<file path="src/rtl/idx_wdt_pkg.sv">
`timescale 1ns/1ps
package idx_wdt_pkg;
   // Indices whose values software depends on
   localparam logic [7:0] IDX_KEY   = 8'h13;
   localparam logic [7:0] KEY_OPEN  = 8'hC5;
   localparam logic [7:0] KEY_CLOSE = 8'h00;
   localparam logic [7:0] IDX_CTRL  = 8'h37;
   localparam logic [7:0] IDX_ACT   = 8'h38;
   localparam logic [7:0] IDX_LOAD0 = 8'h39;
   localparam int         EN_BIT    = 6;
   localparam int         FLAG_BIT  = 6;

   typedef enum logic [1:0] {FIRE_IRQ, FIRE_RESET, FIRE_NMI} fire_e;

   function automatic fire_e decode_fire(input logic [3:0] code);
      case (code)
         4'b1101: return FIRE_RESET;
         4'b1011: return FIRE_NMI;
         default: return FIRE_IRQ;
      endcase
   endfunction
endpackage

</file>
<file path="src/rtl/idx_wdt_regs.sv">
`timescale 1ns/1ps
module idx_wdt_regs
   import idx_wdt_pkg::*;
#(
   parameter int CNT_W = 24
) (
   input  logic             clk,
   input  logic             rst_n,
   input  logic             bus_wr,
   input  logic             bus_rd,
   input  logic             bus_addr,
   input  logic [7:0]       bus_wdata,
   output logic [7:0]       bus_rdata,
   input  logic             expire,
   output logic             unlocked,
   output logic             enable,
   output logic [3:0]       act_code,
   output logic [CNT_W-1:0] load_val,
   output logic             reload,
   output logic             kick,
   output logic             to_flag
);
   localparam int         NB         = CNT_W / 8;
   localparam logic [7:0] IDX_STATUS = 8'(IDX_LOAD0 + NB);

   logic [7:0] idx_q;
   logic [7:0] ctrl_q;
   logic [7:0] act_q;
   logic [7:0] load_q [NB];
   logic [7:0] rd_mux;
   logic       data_wr;
   logic       cfg_wr;
   logic       en_rise;

   assign data_wr = bus_wr && bus_addr;
   assign cfg_wr  = data_wr && unlocked;
   assign en_rise = cfg_wr && (idx_q == IDX_CTRL) && bus_wdata[EN_BIT] && !ctrl_q[EN_BIT];
   assign kick    = cfg_wr && (idx_q == IDX_STATUS) && bus_wdata[FLAG_BIT];
   assign reload  = en_rise || kick;
   assign enable  = ctrl_q[EN_BIT];
   assign act_code = act_q[7:4];

   always_ff @(posedge clk or negedge rst_n) begin
      if (!rst_n) begin
         idx_q    <= '0;
         unlocked <= 1'b0;
         ctrl_q   <= '0;
         act_q    <= '0;
         to_flag  <= 1'b0;
      end else begin
         if (bus_wr && !bus_addr) idx_q <= bus_wdata;
         if (data_wr && idx_q == IDX_KEY) begin
            if (bus_wdata == KEY_OPEN)       unlocked <= 1'b1;
            else if (bus_wdata == KEY_CLOSE) unlocked <= 1'b0;
         end
         if (cfg_wr && idx_q == IDX_CTRL) ctrl_q <= bus_wdata;
         if (cfg_wr && idx_q == IDX_ACT)  act_q  <= bus_wdata;
         if (kick)        to_flag <= 1'b0;
         else if (expire) to_flag <= 1'b1;
      end
   end

   for (genvar b = 0; b < NB; b++) begin : g_load
      always_ff @(posedge clk or negedge rst_n) begin
         if (!rst_n)
            load_q[b] <= '0;
         else if (cfg_wr && idx_q == 8'(IDX_LOAD0 + b))
            load_q[b] <= bus_wdata;
      end
      assign load_val[b*8 +: 8] = load_q[b];
   end

   always_comb begin
      rd_mux = '0;
      if (!bus_addr) begin
         rd_mux = idx_q;
      end else begin
         if (idx_q == IDX_CTRL)   rd_mux = ctrl_q;
         if (idx_q == IDX_ACT)    rd_mux = act_q;
         if (idx_q == IDX_STATUS) rd_mux = 8'(to_flag) << FLAG_BIT;
         for (int b = 0; b < NB; b++)
            if (idx_q == 8'(IDX_LOAD0 + b)) rd_mux = load_q[b];
      end
   end

   assign bus_rdata = bus_rd ? rd_mux : '0;
endmodule

</file>
<file path="src/rtl/idx_wdt_count.sv">
`timescale 1ns/1ps
module idx_wdt_count #(
   parameter int CNT_W = 24
) (
   input  logic             clk,
   input  logic             rst_n,
   input  logic             enable,
   input  logic             reload,
   input  logic [CNT_W-1:0] load_val,
   input  logic             tick,
   output logic             expire
);
   logic [CNT_W-1:0] cnt_q;
   logic             run_q;

   // zero and one both mean "expire on the next tick"
   assign expire = enable && run_q && tick && !reload && (cnt_q <= CNT_W'(1));

   always_ff @(posedge clk or negedge rst_n) begin
      if (!rst_n) begin
         cnt_q <= '0;
         run_q <= 1'b0;
      end else if (reload) begin
         cnt_q <= load_val;
         run_q <= 1'b1;
      end else if (expire) begin
         cnt_q <= '0;
         run_q <= 1'b0;
      end else if (enable && run_q && tick) begin
         cnt_q <= cnt_q - CNT_W'(1);
      end
   end
endmodule

</file>
<file path="src/rtl/idx_wdt_fire.sv">
`timescale 1ns/1ps
module idx_wdt_fire
   import idx_wdt_pkg::*;
#(
   parameter int PULSE_CYCLES = 16
) (
   input  logic       clk,
   input  logic       rst_n,
   input  logic       expire,
   input  logic [3:0] act_code,
   input  logic       clear_irq,
   output logic       sys_rst_pulse,
   output logic       nmi_pulse,
   output logic       irq_req
);
   localparam int PW = $clog2(PULSE_CYCLES + 1);

   fire_e         kind_q;
   fire_e         sel;
   logic [PW-1:0] pcnt_q;

   assign sel = decode_fire(act_code);

   always_ff @(posedge clk or negedge rst_n) begin
      if (!rst_n) begin
         kind_q  <= FIRE_IRQ;
         pcnt_q  <= '0;
         irq_req <= 1'b0;
      end else if (expire) begin
         kind_q <= sel;
         if (sel == FIRE_IRQ) begin
            pcnt_q  <= '0;
            irq_req <= 1'b1;
         end else begin
            pcnt_q  <= PW'(PULSE_CYCLES);
            irq_req <= 1'b0;
         end
      end else begin
         if (pcnt_q != '0) pcnt_q <= pcnt_q - PW'(1);
         if (clear_irq) irq_req <= 1'b0;
      end
   end

   assign sys_rst_pulse = (pcnt_q != '0) && (kind_q == FIRE_RESET);
   assign nmi_pulse     = (pcnt_q != '0) && (kind_q == FIRE_NMI);
endmodule

</file>
<file path="src/rtl/idx_watchdog.sv">
`timescale 1ns/1ps
module idx_watchdog #(
   parameter int CNT_W        = 24,
   parameter int PULSE_CYCLES = 16
) (
   input  logic       clk,
   input  logic       rst_n,
   input  logic       tick,
   input  logic       bus_wr,
   input  logic       bus_rd,
   input  logic       bus_addr,
   input  logic [7:0] bus_wdata,
   output logic [7:0] bus_rdata,
   output logic       sys_rst_pulse,
   output logic       nmi_pulse,
   output logic       irq_req
);
   if (CNT_W % 8 != 0 || CNT_W < 8 || CNT_W > 32) begin : g_bad_width
      $error("CNT_W must be a multiple of 8 between 8 and 32");
   end
   if (PULSE_CYCLES < 1) begin : g_bad_pulse
      $error("PULSE_CYCLES must be at least 1");
   end

   logic             unlocked;
   logic             enable;
   logic [3:0]       act_code;
   logic [CNT_W-1:0] load_val;
   logic             reload;
   logic             kick;
   logic             to_flag;
   logic             expire;

   idx_wdt_regs #(.CNT_W(CNT_W)) u_regs (
      .clk(clk), .rst_n(rst_n),
      .bus_wr(bus_wr), .bus_rd(bus_rd), .bus_addr(bus_addr),
      .bus_wdata(bus_wdata), .bus_rdata(bus_rdata),
      .expire(expire), .unlocked(unlocked), .enable(enable),
      .act_code(act_code), .load_val(load_val), .reload(reload),
      .kick(kick), .to_flag(to_flag)
   );

   idx_wdt_count #(.CNT_W(CNT_W)) u_count (
      .clk(clk), .rst_n(rst_n), .enable(enable), .reload(reload),
      .load_val(load_val), .tick(tick), .expire(expire)
   );

   idx_wdt_fire #(.PULSE_CYCLES(PULSE_CYCLES)) u_fire (
      .clk(clk), .rst_n(rst_n), .expire(expire), .act_code(act_code),
      .clear_irq(kick), .sys_rst_pulse(sys_rst_pulse),
      .nmi_pulse(nmi_pulse), .irq_req(irq_req)
   );
endmodule

</file>
<file path="config.mk">
export PLATFORM = sky130hd
export DESIGN_NAME = idx_watchdog
export DESIGN_NICKNAME = d
export VERILOG_FILES = /design/src/rtl/idx_wdt_pkg.sv /design/src/rtl/idx_wdt_regs.sv /design/src/rtl/idx_wdt_count.sv /design/src/rtl/idx_wdt_fire.sv /design/src/rtl/idx_watchdog.sv
export SDC_FILE = /design/constraint.sdc
export NUM_CORES = 1
export LEC_CHECK = 0
export CAP_MARGIN = 10
export CELL_PAD_IN_SITES_DETAIL_PLACEMENT = 1
export CELL_PAD_IN_SITES_GLOBAL_PLACEMENT = 1
export CORE_MARGIN = 10
export CORE_UTILIZATION = 40
export CTS_CLUSTER_SIZE = 28
export DETAILED_ROUTE_END_ITERATION = 8
export GPL_ROUTABILITY_DRIVEN = 0
export HOLD_SLACK_MARGIN = 0.1
export PLACE_DENSITY = 0.7
export SYNTH_ARGS = -nofsm -noshare
export SYNTH_HDL_FRONTEND = slang
export SYNTH_SLANG_ARGS = --single-unit
</file>
<file path="constraint.sdc">
create_clock -name clk -period 4.4 [get_ports clk]
set_input_delay 0.88 -clock clk [delete_from_list [all_inputs] [get_ports clk]]
set_output_delay 0.88 -clock clk [all_outputs]
set_load 0.01 [all_outputs]
</file>
After elaboration in Yosys (flattened, before gate mapping) --
Index checks and enable logic that the tools add are counted.
Word-level totals: word-level logic and storage cells 84, register bits 83, input bits 14
Operators by class: multiplexer cells 24, reduce and logical (&&, ||, !) cells 32, equal/unequal tests 12, add/sub/neg operators 2, order comparisons 1
Operators by type and width (number):
- $mux W24 | 3
- $mux W8 | 8
- $eq A8 B6 Y1 const B | 6
- $le A24 B1 Y1 const B | 1
- $sub A24 B1 Y24 const B | 1
- $logic_and A1 B1 Y1 | 19
- $mux W5 | 3
- $mux W1 | 9
- $eq A4 B4 Y1 const B | 2
- $eq A8 B5 Y1 const B | 1
- $eq A8 B8 Y1 const B | 1
- $logic_not A8 Y1 | 1
- $reduce_bool A2 Y1 | 4
- $reduce_bool A5 Y1 | 1
- $sub A5 B1 Y5 const B | 1
- $pmux W2 S2 | 1
- $logic_not A1 Y1 | 3
- $reduce_bool A3 Y1 | 1
- $eq A2 B1 Y1 const B | 1
- $eq A2 B2 Y1 const B | 1
- $logic_not A2 Y1 | 1
- $reduce_and A2 Y1 | 1
- $logic_or A1 B1 Y1 | 1

Longest topological paths before layout --
Gate-level depths: netlist of run 1.
depth in word-level cells 11, mapped depth 8, mapped depth without buffers 7

Hierarchy --
From an unflattened synthesis of run 1, not the netlist that was laid out.
Unflattened totals: cell total of the unflattened synthesis 437, area, all modules 4658.2 um^2
Modules (own cells, without submodules):
- idx_wdt_regs | cells each 220, times used 1, area each 2641.3 um^2, seq. area each 1251.2 um^2
- idx_wdt_count | cells each 178, times used 1, area each 1592.8 um^2, seq. area each 625.6 um^2
- idx_wdt_fire | cells each 39, times used 1, area each 424.2 um^2, seq. area each 200.2 um^2

Least setup slack after synthesis of run 1 --
OpenSTA, ideal clock, no wires.
kind input to output, from input port bus_addr, to output port bus_rdata[2], data arrival time 1.747 ns, path buffers 1, cell stages on the path 3, path slack 1.773 ns, cell sequence clkbuf_1 o21ai_0 o311a_1
Between the ends: longest elaborated chain between the ends 2
RTL lines:
- start, declared | RTL line idx_watchdog.sv:11 | input logic bus_addr,
- $mux W8 | RTL line idx_wdt_regs.sv:75 | if (!bus_addr) begin
- $mux W8 | RTL line idx_wdt_regs.sv:86 | assign bus_rdata = bus_rd ? rd_mux : '0;
- end, declared | RTL line idx_watchdog.sv:13 | output logic [7:0] bus_rdata,
No other way between the ends.

Worst setup path after layout of run 1 --
from register u_regs.idx_q[1], to output port bus_rdata[2]
Between the ends: longest elaborated chain between the ends 9
RTL lines:
- start, declared | RTL line idx_wdt_regs.sv:26 | logic [7:0] idx_q;
- start signal, assigned | RTL line idx_wdt_regs.sv:51 | if (bus_wr && !bus_addr) idx_q <= bus_wdata;
- $eq A8 B6 Y1 | RTL line idx_wdt_regs.sv:78 | if (idx_q == IDX_CTRL) rd_mux = ctrl_q;
- $mux W8 | RTL line idx_wdt_regs.sv:78
- $mux W8 | RTL line idx_wdt_regs.sv:79 | if (idx_q == IDX_ACT) rd_mux = act_q;
- $mux W8 | RTL line idx_wdt_regs.sv:80 | if (idx_q == IDX_STATUS) rd_mux = 8'(to_flag) << FLAG_BIT;
- $mux W8 (2 in series) | RTL line idx_wdt_regs.sv:82 | if (idx_q == 8'(IDX_LOAD0 + b)) rd_mux = load_q[b];
- $mux W8 (*) | RTL line idx_wdt_regs.sv:82
- $mux W8 (*) | RTL line idx_wdt_regs.sv:75
- $mux W8 (*) | RTL line idx_wdt_regs.sv:86
Every way passes the cells marked *; elsewhere a longest branch is shown, timed or not.

==> results of run 1 <==
[placed cells by master (no fill, tap or decap), types with 10 or more instances in the layout]
cell and n:
o211ai_1 15, clkdlybuf4s50_1 23, buf_4 10, a21oi_1 21
a31oi_1 13, dfrtp_1 83, nor3_1 14, a22oi_1 10
o21ai_0 17, nor2_1 28, mux2i_1 12, nand3_1 12
nand2_1 43, mux2_2 48, inv_1 13
[power groups by stage]
stage          registers [W]  logic [W]  clock network [W]
2_1_floorplan       0.000838   0.000136                  0
3_3_place_gp        0.000868   0.000195                  0
3_5_place_dp        0.000871   0.000199                  0
4_1_cts             0.000857   0.000202           0.000847
5_1_grt             0.000865   0.000224           0.000876
6_report            0.000858   0.000200           0.000832
[cell families (layout without fill, tap and decap cells)]
group | after synthesis | in the layout | synth area share (%)
XOR/XNOR | 6 | 6 | 1.11
buffers and inverters | 42 | 62 | 3.63
multiplexers | 60 | 60 | 14.0
adder cells (fa/ha/maj) | 4 | 4 | 1.06
AO/OA/AOI/OAI | 121 | 121 | 17.4
AND/OR/NAND/NOR | 163 | 163 | 18.9
flip-flops | 83 | 83 | 43.9
[flip-flops by register name, summed over array words and instances, names as in the netlist]
signal           count
u_count.cnt_q       24
u_count.run_q        1
u_fire.irq_req       1
u_fire.kind_q        2
u_fire.pcnt_q        5
u_regs.act_q         8
u_regs.ctrl_q        8
u_regs.idx_q         8
u_regs.load_val     24
u_regs.to_flag       1
u_regs.unlocked      1
[layout make-up]
| class | count | area, um2 |
|---|---|---|
| fill | 1319 | 6100 |
| multi-input combinational | 354 | 2480 |
| sequential | 83 | 2080 |
| timing repair buffer | 33 | 305 |
| clock buffer | 9 | 225 |
| tap | 143 | 179 |
| clock inverter | 7 | 100 |
| inverter | 13 | 48.8 |
[final timing paths]
| kind | startpoint | slack, ps | endpoint | cells past startpoint |
|---|---|---|---|---|
| setup / recovery | u_regs.idx_q[1] | 650 | bus_rdata[2] | 6 |
| hold / removal | u_regs.ctrl_q[2] | 510 | u_regs.ctrl_q[2] | 1 |
| setup reg to reg | u_regs.idx_q[1] | 1540 | u_count.cnt_q[9] | 7 |
| hold reg to reg | u_regs.ctrl_q[2] | 510 | u_regs.ctrl_q[2] | 1 |
| max in group asynchronous | rst_n | 2930 | u_regs.load_val[9] | 2 |
| min in group asynchronous | rst_n | 590 | u_fire.pcnt_q[2] | 1 |
[routing by layer]
metal	vias to the layer above	wire length (um)	track usage [%]
li1	1836	-	-
met2	59	7060	30.3
met4	0	262	5.42
met5	-	0	0
met3	20	605	4.27
met1	2030	6590	23.4
[stage by stage]
| stage | utilization, % | cell area (um2) | setup slack [ps] |
|---|---|---|---|
| 2_1_floorplan | - | 4730 | 1770 |
| 3_3_place_gp | 44.2 | 5090 | 797 |
| 3_5_place_dp | 44.2 | 5090 | 760 |
| 4_1_cts | 47.0 | 5420 | 640 |
| 5_1_grt | 47.0 | 5420 | 512 |
| 6_report | 47.0 | 5420 | 650 |
==> impl_metrics.ini, run 1 <==
[global_route]
grt_max_degree = 54
grt-ovfl-total = 0
grt_pass1_vias = 4236
antenna_found_initial = 0
grt_usage_pct = 18.3
grt_pass1_wl_um = 23900

[power]
clock_power_share_pct = 44.0
ir_drop_uv = 256
p_int_w = 0.00139
pwr-share-comb_pct = 10.6
p_seq_share_pct = 45.4
power_switching_w = 0.000500
switching_share_pct = 26.4
power_density_mw_per_mm2 = 349
p_leak_nw = 2.31
p_total_w = 0.00189

[synthesis]
syn_nets = 497
ys_dominant_reg_cell = dfrtp_1
syn_area_mm2 = 0.00473
synth_cells = 479
seq_area_frac_synth_pct = 43.9
synth_area_leaders = dfrtp_1 (44%), mux2_2 (11%), nand2_1 (3.4%)
synth.distinct_cells = 61
ys_seq_elements = 83
synth_common_cells = dfrtp_1 (83), mux2_2 (48), nand2_1 (43)
yosysMostFrequentCell = dfrtp_1
yosys_warnings = 0
synth_top_area_share_pct = 43.9
synthArstFlopShare_pct = 100
avgSynthCellArea_um2 = 9.87
synth_edf_count = 0
synth_area_leader_cell = dfrtp_1

[sta]
relSlewSlack_pct = 47.4
finalCriticalPeriod_ps = 3750
fmaxAchievable_ghz = 0.267
finalSetupViolCount = 0
skew_ps = 6.87
slew_violations = 0
tightest_slew_ps = 788
setup_tns_ps = 0
hold_viol_final = 0
whs_ps = 509
rsz0062_at_grt = false
fin_crit_sh_pct = 85.2

[final_layout]
finalNonFillerCells = 642
area_growth_pct = 14.5
finalNetCount = 512
diodes = 0
drive_gt1_share_pct = 17.4

[setup_path]
crit_buf_inv = 1
crit_top_cell = a21oi_1
max_stage_delay_ps = 680
critPathCaptureType = output pin
worstPathRequired_ps = 3520
path_cells = and4b_1, and2_1, a21oi_1, a21oi_1, o311a_1, clkdlybuf4s50_1
crit_family = simple AND/OR/NAND/NOR gates
cp-start-kind = flop
path_class = reg2out
arrival_ps = 2870
crit_path_max_fanout = 14
crit_slowest_cell = dfrtp_1

[place]
dp_hpwl_um = 10600
port_buffers = 24
placed_cells = 626

[floorplan]
dieArea_mm2 = 0.0166
initial_core_util_pct = 41.1
die_y_um = 129
pin_count = 25
rows = 39
core_area_mm2 = 0.0115
fp.dieW_um = 129

[run]
max_cap_viol_count = 0

[clocking]
cts_tree = yes
postCtsSetupBuffers = 0
clock_path_buffers = 2
clock-root-buffer = clkbuf_16
clk_latency_ps = 350
clock-sinks = 83
clk_pin_slew_ps = 70
h-tree-depth = 3
cts_resized = 0
hold_buffers = 0
tritoncts.num_buffers = 9

[detailed_routing]
post_drt_via_cell_ratio = 6.14
drtIter0Drc = 309
drc = 0
drt-pass1-iter-count = 4
wl_um = 14500
antenna_left = 0
vias = 3945
wl_per_cell_um = 22.6

[hold_path]
hold_path.class = reg2reg

[run_status]
outcome = complete, no violations
Note: power is estimated with default switching activity, not from simulation.
==> run 2: changes to the inputs <==
- DONT_BUFFER_PORTS: not set -> 1
- PLACE_DENSITY: 0.7 -> 0.67
- clock period: 4.4 -> 4.2 ns (I/O delays scaled with it)
==> impl_metrics.ini, run 2 (same netlist as run 1, synthesis figures left out) <==
[setup_path]
worstPathRequired_ps = 3360
cp-start-kind = flop
critPathCaptureType = output pin
path_class = reg2out
crit_path_max_fanout = 26
arrival_ps = 2520

[floorplan]
initial_core_util_pct = 41.1
rows = 39
dieArea_mm2 = 0.0166
pin_count = 25
die_y_um = 129
core_area_mm2 = 0.0115
fp.dieW_um = 129

[global_route]
grt_max_degree = 84
grt-ovfl-total = 0
grt_pass1_wl_um = 22800
grt_usage_pct = 17.8
grt_pass1_vias = 3985
antenna_found_initial = 0

[clocking]
hold_buffers = 0
clock_path_buffers = 2
postCtsSetupBuffers = 0
clock-sinks = 83
clock-root-buffer = clkbuf_16
tritoncts.num_buffers = 9
cts_tree = yes
clk_latency_ps = 350
cts_resized = 0
clk_pin_slew_ps = 60
h-tree-depth = 3

[detailed_routing]
drtIter0Drc = 243
drc = 0
wl_um = 14200
post_drt_via_cell_ratio = 6.26
antenna_left = 0
vias = 3829
drt-pass1-iter-count = 4
wl_per_cell_um = 23.1

[sta]
slew_violations = 0
setup_tns_ps = 0
fmaxAchievable_ghz = 0.297
relSlewSlack_pct = 24.4
rsz0062_at_grt = false
fin_crit_sh_pct = 80.1
finalCriticalPeriod_ps = 3360
skew_ps = 5.31
finalSetupViolCount = 0
hold_viol_final = 0
tightest_slew_ps = 1130

[final_layout]
area_growth_pct = 7.44
diodes = 0
final.fill_count = 1290
final_common_cell = dfrtp_1
mostFrequentLayoutCells = dfrtp_1 (83), mux2_2 (48), nand2_1 (43)
drive_gt1_share_pct = 17.1
finalNetCount = 483

[power]
ir_drop_uv = 279
power_density_mw_per_mm2 = 351
p_total_w = 0.00178
p_leak_nw = 2.17

[hold_path]
hold_path.class = in2async

[place]
dp_hpwl_um = 10100
port_buffers = 0

[run]
max_cap_viol_count = 0

[run_status]
outcome = complete, no violations
[run 2: changes by cell type in the layout (fill, tap and decap cells not counted), sizes merged]
cell and change:
buf -6, bufinv -2, clkdlybuf4s50 -23, clkinvlp +1
[run 2: area by class of cell]
type / instances / area (um2) / area share (%)
clock buffers: 9 / 225 / 4.43
flip-flops and latches: 83 / 2080 / 40.9
clock inverters: 6 / 40.0 / 0.788
repair buffers: 4 / 30.0 / 0.591
well taps: 143 / 179 / 3.52
inverters: 13 / 48.8 / 0.961
multi-input cells: 354 / 2480 / 48.8
[run 2: report_power, final]
group          switching [W]  internal (W)
Clock               0.000333      0.000398
Combinational      0.0000724     0.0000704
Sequential         0.0000719      0.000837
Total               0.000478       0.00131
[run 2: per-stage QoR]
stage | setup WS, ps | hold slack, ps | utilization [%] | cells | cell area [um2]
after floorplan | 1650 | 447 | - | 479 | 4730
after global placement | 1300 | 488 | 41.8 | 597 | 4810
after detailed placement | 1100 | 493 | 41.8 | 597 | 4810
after CTS | 853 | 177 | 44.1 | 612 | 5080
after global routing | 647 | 169 | 44.1 | 612 | 5080
final | 835 | 185 | 44.1 | 612 | 5080
[run 2: critical path: stages (launching register included)]
cell and delay (ps):
dfrtp_1 910, and4b_1 350, and2_1 310, a21oi_1 120
a21oi_1 220, o311a_1 260
[run 2: path summary, 6_finish.rpt]
path                       slack (ps)       startpoint  cells after the start                 to
max                               840  u_regs.idx_q[0]                      5       bus_rdata[2]
min                               190            rst_n                      0  u_count.cnt_q[15]
max reg2reg                      1070  u_regs.idx_q[0]                      5  u_count.cnt_q[14]
min reg2reg                       500  u_regs.act_q[2]                      1    u_regs.act_q[2]
max in group asynchronous        3860            rst_n                      0   u_count.cnt_q[6]
min in group clk                  500  u_regs.act_q[2]                      1    u_regs.act_q[2]
[run 2: layer usage]
| metal | global-route usage (%) | vias to the layer above | wire length [um] |
|---|---|---|---|
| met5 | 0 | - | 0 |
| met4 | 6.76 | 0 | 380 |
| met3 | 5.26 | 23 | 880 |
| met2 | 27.5 | 94 | 6640 |
| met1 | 23.2 | 1941 | 6250 |
| li1 | - | 1771 | - |
==> run 3: changes to the inputs <==
- clock period: 4.2 -> 3.2 ns (I/O delays scaled with it)
==> impl_metrics.ini, run 3 (same netlist as run 1, synthesis figures left out) <==
[final_layout]
finalNetCount = 489
area_growth_pct = 10.9
final_common_cell = dfrtp_1
diodes = 0
drive_gt1_share_pct = 18.1
final.fill_count = 1273
mostFrequentLayoutCells = dfrtp_1 (83), mux2_2 (48), nand2_1 (43)

[global_route]
grt_pass1_vias = 4075
grt-ovfl-total = 0
grt_usage_pct = 17.7
grt_pass1_wl_um = 22800
grt_max_degree = 84
antenna_found_initial = 0

[sta]
fin_crit_sh_pct = 93.2
slew_violations = 0
finalCriticalPeriod_ps = 2980
setup_tns_ps = 0
whs_ps = 172
tightest_slew_ps = 783
rsz0062_at_grt = false
hold_viol_final = 0
finalSetupViolCount = 0
fmaxAchievable_ghz = 0.335
relSlewSlack_pct = 47.7
skew_ps = 5.06

[clocking]
clock-root-buffer = clkbuf_16
cts_tree = yes
clk_latency_ps = 350
h-tree-depth = 3
clk_pin_slew_ps = 60
clock_path_buffers = 2
postCtsSetupBuffers = 0
cts_resized = 0
tritoncts.num_buffers = 9
clock-sinks = 83

[floorplan]
pin_count = 25
initial_core_util_pct = 41.1
dieArea_mm2 = 0.0166
fp.dieW_um = 129
die_y_um = 129
core_area_mm2 = 0.0115
rows = 39

[setup_path]
crit_slowest_cell = o21ai_0
worstPathRequired_ps = 2560
max_stage_delay_ps = 520
critPathCaptureType = output pin
path_class = reg2out
path_cells = and4bb_2, nand3_1, o21ai_0, nor2_1, a21oi_1
crit_path_max_fanout = 13
arrival_ps = 2340
cp-start-kind = flop

[detailed_routing]
wl_per_cell_um = 23.1
post_drt_via_cell_ratio = 6.25
drtIter0Drc = 204
vias = 3865
wl_um = 14300
drt-pass1-iter-count = 4
antenna_left = 0
drc = 0

[power]
power_density_mw_per_mm2 = 514
ir_drop_uv = 300
p_leak_nw = 2.25

[run_status]
outcome = complete, no violations

[run]
max_cap_viol_count = 0

[place]
port_buffers = 0
dp_hpwl_um = 10200

[hold_path]
hold_path.class = in2async
-- run 3: cell count changes in the layout (fill, tap and decap cells not counted) --
cell | previous run | this run
clkinvlp_4 | 1 | 0
buf_16 | 0 | 1
clkbuf_8 | 0 | 1
bufinv_16 | 0 | 4
inv_6 | 2 | 0
clkinv_2 | 3 | 1
buf_4 | 4 | 9
-- run 3: final cells by class --
cell class	count	area, um2	share of cell area [%]
flip-flops and latches	83	2080	39.6
multi-input cells	354	2480	47.3
clock buffers	10	239	4.56
inverters	13	48.8	0.931
well taps	143	179	3.41
repair buffers	10	95.1	1.81
clock inverters	5	125	2.39
-- run 3: path summary, 6_finish.rpt --
path                                  start                   to  slack (ps)  depth (start not counted)
max in group asynchronous             rst_n  u_regs.load_val[11]        2640                          1
min                                   rst_n     u_fire.pcnt_q[2]         170                          1
max                         u_regs.idx_q[7]         bus_rdata[1]         220                          5
min in group clk               bus_wdata[6]     u_regs.ctrl_q[6]         420                          2
min reg2reg                u_regs.ctrl_q[7]     u_regs.ctrl_q[7]         510                          1
max reg2reg                 u_regs.idx_q[2]    u_count.cnt_q[13]         710                          6
-- run 3: layer usage --
layer / wire, um / GRT usage [%] / part of all wire (%)
met2: 6680 / 28.0 / 47
met5: 0 / 0 / 0
met4: 464 / 9.03 / 3.2
met1: 6320 / 21.4 / 44
met3: 828 / 5.26 / 5.8
-- run 3: critical path: cells and delay by family (launching register included) --
kind            cells  cell delay, ps
compound gates      2             820
flops               1             400
simple gates        3             780
-- run 3: timing repair --
item,4_1_cts,5_1_grt
endpoints found under the hold margin,83,0
setup endpoints to repair,0,0
hold buffers,1,0
-- run 3: power by group --
group	switching [W]	internal, W	total (W)
logic	0.000136	0.0000995	0.000236
registers	0.0000719	0.00110	0.00117
clock network	0.000433	0.000857	0.00129
total	0.000641	0.00206	0.00270
-- run 3: per-stage QoR --
stage / cells / cell area [um2] / total power, W / setup slack [ps] / util (%)
5_1_grt: 618 / 5240 / 0.00280 / 26.5 / 45.5
4_1_cts: 618 / 5240 / 0.00272 / 231 / 45.5
3_3_place_gp: 602 / 4850 / 0.00139 / 722 / 42.1
2_1_floorplan: 479 / 4730 / 0.00134 / 876 / -
3_5_place_dp: 602 / 4850 / 0.00140 / 613 / 42.1
6_report: 618 / 5240 / 0.00270 / 219 / 45.5
